File: src/rtl/win_bar_pkg.sv
package win_bar_pkg;
  localparam int unsigned CFG_DW = 32;
  // type bits of the low dword: 64-bit decoder, prefetchable, memory space
  localparam logic [3:0] MEM64_PREF_TAG = 4'b1100;
endpackage

File: src/rtl/win_bar_regs.sv
module win_bar_regs
  import win_bar_pkg::*;
#(
  parameter int unsigned ADDR_W  = 64,
  parameter int unsigned WIN_LSB = 20,
  parameter int unsigned OFF_W   = 8,
  parameter logic [OFF_W-1:0] LO_OFF = 8'h10,
  parameter logic [OFF_W-1:0] HI_OFF = 8'h14
) (
  input  logic                      clk,
  input  logic                      rst,
  input  logic                      strap,
  input  logic                      wr,
  input  logic                      rd,
  input  logic [OFF_W-1:0]          addr,
  input  logic [CFG_DW-1:0]         wdata,
  output logic [CFG_DW-1:0]         rdata,
  output logic [ADDR_W-WIN_LSB-1:0] base
);
  localparam int unsigned BASE_W  = ADDR_W - WIN_LSB;
  localparam int unsigned LO_BITS = CFG_DW - WIN_LSB;
  localparam int unsigned HI_BITS = ADDR_W - CFG_DW;
  localparam int unsigned PAD_W   = WIN_LSB - 4;

  logic [BASE_W-1:0] base_q;
  logic [CFG_DW-1:0] rdata_q;
  logic [CFG_DW-1:0] lo_word, hi_word, rd_mux;
  logic              hit_lo, hit_hi;

  assign hit_lo  = (addr == LO_OFF);
  assign hit_hi  = (addr == HI_OFF);
  assign lo_word = {base_q[LO_BITS-1:0], {PAD_W{1'b0}}, MEM64_PREF_TAG};
  assign hi_word = base_q[BASE_W-1:LO_BITS];

  always_comb begin
    rd_mux = '0;
    if (strap) begin
      if (hit_lo)      rd_mux = lo_word;
      else if (hit_hi) rd_mux = hi_word;
    end
  end

  always_ff @(posedge clk) begin
    if (rst) begin
      base_q  <= '0;
      rdata_q <= '0;
    end else begin
      if (wr && strap && hit_lo) base_q[LO_BITS-1:0]      <= wdata[CFG_DW-1:WIN_LSB];
      if (wr && strap && hit_hi) base_q[BASE_W-1:LO_BITS] <= wdata[HI_BITS-1:0];
      rdata_q <= rd ? rd_mux : '0;
    end
  end

  assign rdata = rdata_q;
  assign base  = base_q;

  // strap low hides both dwords
  p_hidden_reads_zero_r2: assert property (@(posedge clk) disable iff (rst)
    (rd && !strap) |=> (rdata == '0));
  // strap low blocks writes
  p_locked_writes_r3: assert property (@(posedge clk) disable iff (rst)
    (wr && !strap) |=> $stable(base_q));
  // low dword layout below the window bits
  p_low_layout_r4: assert property (@(posedge clk) disable iff (rst)
    (rd && strap && hit_lo) |=> (rdata[WIN_LSB-1:0] == {{PAD_W{1'b0}}, MEM64_PREF_TAG}));
  // no read strobe, no data
  p_idle_rdata_r11: assert property (@(posedge clk) disable iff (rst)
    !rd |=> (rdata == '0));
endmodule

File: src/rtl/win_bar_match.sv
module win_bar_match #(
  parameter int unsigned ADDR_W  = 64,
  parameter int unsigned WIN_LSB = 20
) (
  input  logic                      clk,
  input  logic                      rst,
  input  logic                      enable,
  input  logic                      valid,
  input  logic                      dac,
  input  logic [ADDR_W-1:0]         addr,
  input  logic [ADDR_W-WIN_LSB-1:0] base,
  output logic                      hit
);
  localparam int unsigned HALF = 32;

  logic [ADDR_W-1:0] eff_addr;
  logic              hit_q;

  // single address cycle: upper half treated as zero
  assign eff_addr = dac ? addr : {{(ADDR_W-HALF){1'b0}}, addr[HALF-1:0]};

  always_ff @(posedge clk) begin
    if (rst) hit_q <= 1'b0;
    else     hit_q <= valid && enable && (eff_addr[ADDR_W-1:WIN_LSB] == base);
  end

  assign hit = hit_q;

  // decode suppressed when gated off
  p_gated_off_r8: assert property (@(posedge clk) disable iff (rst)
    !enable |=> !hit_q);
  // a decision needs an access
  p_needs_access_r6: assert property (@(posedge clk) disable iff (rst)
    !valid |=> !hit_q);
endmodule

File: src/rtl/win_bar_decode.sv
module win_bar_decode
  import win_bar_pkg::*;
#(
  parameter int unsigned ADDR_W  = 64,
  parameter int unsigned WIN_LSB = 20,
  parameter int unsigned OFF_W   = 8
) (
  input  logic              clk,
  input  logic              rst,
  input  logic              bar_en_strap,
  input  logic              mem_space_en,
  input  logic              cfg_wr,
  input  logic              cfg_rd,
  input  logic [OFF_W-1:0]  cfg_addr,
  input  logic [31:0]       cfg_wdata,
  output logic [31:0]       cfg_rdata,
  input  logic              pri_valid,
  input  logic              pri_dac,
  input  logic [ADDR_W-1:0] pri_addr,
  output logic              pri_claim,
  input  logic              sec_valid,
  input  logic              sec_dac,
  input  logic [ADDR_W-1:0] sec_addr,
  output logic              sec_ignore
);
  localparam int unsigned BASE_W = ADDR_W - WIN_LSB;
  localparam int unsigned SIDES  = 2;

  logic [BASE_W-1:0] base;
  logic              dec_en;
  logic [SIDES-1:0]  side_valid, side_dac, side_hit;
  logic [ADDR_W-1:0] side_addr [SIDES];

  assign dec_en     = bar_en_strap && mem_space_en;
  assign side_valid = {sec_valid, pri_valid};
  assign side_dac   = {sec_dac, pri_dac};
  assign side_addr[0] = pri_addr;
  assign side_addr[1] = sec_addr;

  win_bar_regs #(.ADDR_W(ADDR_W), .WIN_LSB(WIN_LSB), .OFF_W(OFF_W)) u_regs (
    .clk(clk), .rst(rst), .strap(bar_en_strap), .wr(cfg_wr), .rd(cfg_rd),
    .addr(cfg_addr), .wdata(cfg_wdata), .rdata(cfg_rdata), .base(base)
  );

  for (genvar s = 0; s < SIDES; s++) begin : g_side
    win_bar_match #(.ADDR_W(ADDR_W), .WIN_LSB(WIN_LSB)) u_match (
      .clk(clk), .rst(rst), .enable(dec_en), .valid(side_valid[s]),
      .dac(side_dac[s]), .addr(side_addr[s]), .base(base), .hit(side_hit[s])
    );
  end

  assign pri_claim  = side_hit[0];
  assign sec_ignore = side_hit[1];

  // secondary side acts only on its own access
  p_sec_own_access_r7: assert property (@(posedge clk) disable iff (rst)
    !sec_valid |=> !sec_ignore);
endmodule

File: config.mk
export PLATFORM = sky130hd
export DESIGN_NAME = win_bar_decode
export DESIGN_NICKNAME = d
export VERILOG_FILES = /design/src/rtl/win_bar_pkg.sv /design/src/rtl/win_bar_regs.sv /design/src/rtl/win_bar_match.sv /design/src/rtl/win_bar_decode.sv
export SDC_FILE = /design/constraint.sdc
export NUM_CORES = 1
export LEC_CHECK = 0
export BUFFER_PORTS_ARGS = -buffer_cell sky130_fd_sc_hd__buf_2
export CELL_PAD_IN_SITES_DETAIL_PLACEMENT = 1
export CELL_PAD_IN_SITES_GLOBAL_PLACEMENT = 1
export CORE_ASPECT_RATIO = 0.75
export CORE_UTILIZATION = 36
export CTS_BUF_LIST = sky130_fd_sc_hd__clkbuf_4 sky130_fd_sc_hd__clkbuf_8
export DETAILED_ROUTE_END_ITERATION = 10
export GPL_TIMING_DRIVEN = 0
export PLACE_DENSITY_LB_ADDON = 0.1
export SYNTH_ARGS = -nofsm -noshare
export SYNTH_HDL_FRONTEND = slang
export SYNTH_SLANG_ARGS = --single-unit
export TNS_END_PERCENT = 50
File: constraint.sdc
create_clock -name clk -period 3.4 [get_ports clk]
set_input_delay 0.68 -clock clk [delete_from_list [all_inputs] [get_ports clk]]
set_output_delay 0.68 -clock clk [all_outputs]
set_load 0.005 [all_outputs]
==> results <==
- The flow ran to the end, and the final reports show no timing, DRC or antenna violations.
- The yosys synthesis warning count is 0.
- TritonCTS created 9 clock buffers.
- Following the worst setup path forward leads to its endpoint at u_regs.rdata[13].
- The layout cell share with drive strength beyond 1 is 0.3254.
- Dividing the detail-routed wire length by the instance count gives 19.33 µm.
- In this run the critical register-to-register path is launched from u_regs.base[28].
- In this run the static leakage power is 2.552 nW.
- The total number of vias is 4655.
- The die covers 0.01248 mm².
- In this run, placement finished with an instance count of 859.
- Total power for the finished layout comes to 1.888 mW.
- The type of the worst min-delay path is reg2reg.
- The core area is 0.01166 mm².
- The hold violation count in the final report is 0.
- 212 I/O pins were placed.
- The setup fix buffers added after clock tree synthesis is 0.
- The cell area after placement is 0.005369 mm².
- The net count of the finished layout is 886.
- The share of synthesized area occupied by flip-flops and latches is 0.3606.
- The number of input and output port buffers inserted is 167.
- The most used flip-flop cell after synthesis is dfxtp_1.
- The via count of the first global-routing pass is 4673.
- TritonCTS built the clock tree.
- The total nets after synthesis is 708.
- The count of nets left with antenna violations once routing finished came out at 0.
- The max-capacitance violation count is 0.
- The total overflow left after global routing is 0.
- The critical path goes through buf_2 -> nor4b_2 -> and4b_2 -> nand3b_4 -> nor2_4 -> clkbuf_2 -> and2_1.
- Entering global routing, the biggest net connects 14 pins.
- The count of unique library cells instantiated by Yosys is 52.
- In this run, synthesis inferred 0 flip-flops with an integrated enable.
- Clock skew on the completed layout was measured at 0.006103 ns.
- Headroom to the max-slew limit came out at 0.4306.
- The signal arrival time at the worst endpoint is 2.22 ns.
- In the synthesized netlist, the cells that appear most often are 95 x nand2_1, 78 x dfxtp_1, 46 x nor2_1, 37 x a21oi_1, 24 x mux2i_1.
- Of all flip-flops after synthesis, the portion carrying an async set or reset was 0.
- In the post-synthesis netlist, the biggest area contributors are dfxtp_1 36%, nand2_1 8.2%, mux2i_1 5.5%.
- The share of the synthesized area in the top cell type is 0.3606.
- 0 antenna diodes ended up in the layout.
- The largest individual stage delay along the critical path comes from the cell and4b_2.
- The clock tree synthesis step divided the H-tree into 3 levels.
- The worst-margin pin slew is 0.8541 ns.
- The critical path in this run is classified as in2reg.
- The startpoint type of the worst setup path is a primary input.
- For the final routed database, the setup TNS stands at 0 ns.
- The critical path's top delay family is simple AND/OR/NAND/NOR gates.
- In the finished design, the share of the clock period the worst path needs comes to 0.5632.
- The x dimension of the die is 128.6 µm.
- The critical path crosses 7 cells after its start point.
- The synthesis-stage register bit count is 78.
- The routed design could run at a clock period as short as 1.915 ns.
- In the post-synthesis netlist, the cell with the most instances is nand2_1.
- The final wirelength is 16.91 mm.
- Measured in cells, the most critical reg-to-reg path has a length of 6.
- The final-report max-slew violation count is 0.
- Setup repair after global routing left no endpoint under its margin.
- The routing usage on met1 is 0.3798.
- The HPWL reported at the end of detailed placement is 13.74 mm.
- The launching element of the worst setup path is cfg_addr[1].
- The mapped netlist covers 0.004330 mm².
- Across the VDD grid, the largest voltage drop is 206.9 µV.
- The post-detailed-route DRC marker count is 0.
- Row generation in the floorplan step produced 34 rows.
- The starting utilization of the core area is 0.3715.
- The endpoint identified for the worst register-to-register timing path is g_side[1].u_match.hit.
- The reg-to-reg setup timing slack is 1.51 ns.
- The maximum clock path buffer count is 2.
- The first-pass iteration count of the detailed router is 5.
- The layout overhead on the synthesized area is 28.66%.
- In the global route stage, overall resource usage came out at 0.2752.
- In this run, the number of DRC markers left after iteration 0 of detailed routing was 317.
- Once layout is complete, the cells apart from fillers number 875.
- After global routing, the most crowded layer is met2.
- The source-to-sink clock delay at the later pin of the worst-skew pair is 0.36 ns.
- Static timing analysis puts the maximum clock frequency at 0.5222 GHz.
- The first global-routing pass estimated 25.30 mm of wire.
- The die is 96.98 µm tall.
- The largest fanout on the critical path is 10.
- The final number of setup-violating endpoints is 0.
- Before CTS, the worst setup slack after placement is 1.092 ns.
- Power spread over the standard cell area amounts to 338.8 mW/mm².
- In this design, the stage delay of the slowest critical-path cell is 0.32 ns.
- The number of standard cells after synthesis is 530.
- After clock tree synthesis, the repair step resized 0 gates.
- The clock transition at the register clock pins on the worst setup and hold paths after CTS is 0.08 ns.
- The root buffer cell is clkbuf_8.
- The number of buffers inserted for hold repair after clock tree synthesis is 0.
- The weighted congestion reported at the end of routability-driven placement is 0.8487.
- The type of element capturing the critical path is a register.
- Summed over all instances, the cell type with the most area after synthesis is dfxtp_1.
- The worst-case setup margin in the final layout is 1.485 ns.
- The clock sink count is 78.
- After detailed routing, the number of vias per cell comes to 5.320.
- The average size of a mapped cell is 8.171 µm².
- For this run, global-route usage on met2 was measured as 0.4274.
- The number of antenna violations at the first check in global routing was 0.
- For the worst setup path, the data required time is 3.71 ns.
- The startpoint of the worst hold path is u_regs.base[41].
- For this run, global-route usage on met3 was measured as 0.05918.
- The final instance area is 0.005572 mm².
- The critical path contains buffers and inverters numbering 2 combined.
==> per-stage QoR <==
stage	util	hold slack (ns)
after floorplan	-	0.4563
after global placement	0.4606	0.4787
after detailed placement	0.4606	0.5021
after CTS	0.4780	0.5169
after global routing	0.4780	0.5410
final	0.4780	0.5246
==> final cells by class <==
type | instances | area, µm²
plain buffers | 34 | 222.7
clock buffers | 11 | 145.1
clock inverters | 5 | 57.56
fillers | 1509 | 6085
inverters | 21 | 78.83
multi-input cells | 397 | 2467
flip-flops and latches | 78 | 1562
well taps | 162 | 202.7
repair buffers | 167 | 835.8
==> per-layer routing <==
layer	vias up	routed length, µm
li1	2194	-
met1	2222	7932
met2	218	7368
met3	21	1323
met4	0	287
met5	-	0
==> worst min path at each step <==
stage | end | slack [ns] | cells after the start
CTS | u_regs.base[41] | 0.52 | 2
global placement | u_regs.base[41] | 0.48 | 2
floorplan | u_regs.base[17] | 0.46 | 2
global route | u_regs.base[41] | 0.54 | 2
finish | u_regs.base[41] | 0.52 | 2
detailed placement | u_regs.base[41] | 0.50 | 2
==> placed cells by master (no fill, tap or decap), drive strengths merged, types with 13 or more instances in the layout <==
cell type	n
a21oi	43
a22oi	20
a31o	13
and2	14
buf	190
clkbuf	22
dfxtp	78
inv	22
mux2i	24
nand2	95
nor2	47
o21ai	22
xnor2	19
xor2	23
==> power breakdown <==
part | internal [mW] | switching [mW]
clock | 0.369 | 0.373
sequential | 0.913 | 0.000612
combinational | 0.104 | 0.128
total | 1.39 | 0.502
==> kinds of logic after synthesis <==
logic type,Yosys count,share of synthesized area
AND/OR/NAND/NOR,208,0.2401
AO/OA/AOI/OAI,123,0.1893
flip-flops,78,0.3606
buffers and inverters,55,0.06963
XOR/XNOR,42,0.08495
multiplexers,24,0.05548
==> registers in the layout, summed over array words and instances (netlist names) <==
register	flops
u_regs.base	44
u_regs.rdata	32
g_side.u_match.hit	2
==> worst reg2reg max path: stages (launching register included) <==
cell and delay (ns):
dfxtp_1 0.44, and4bb_2 0.35, a31o_2 0.10, a22oi_1 0.08, nor4_1 0.39, nand2_1 0.18
nor4_2 0.26
No activity file was read; power rests on OpenSTA's default activity.
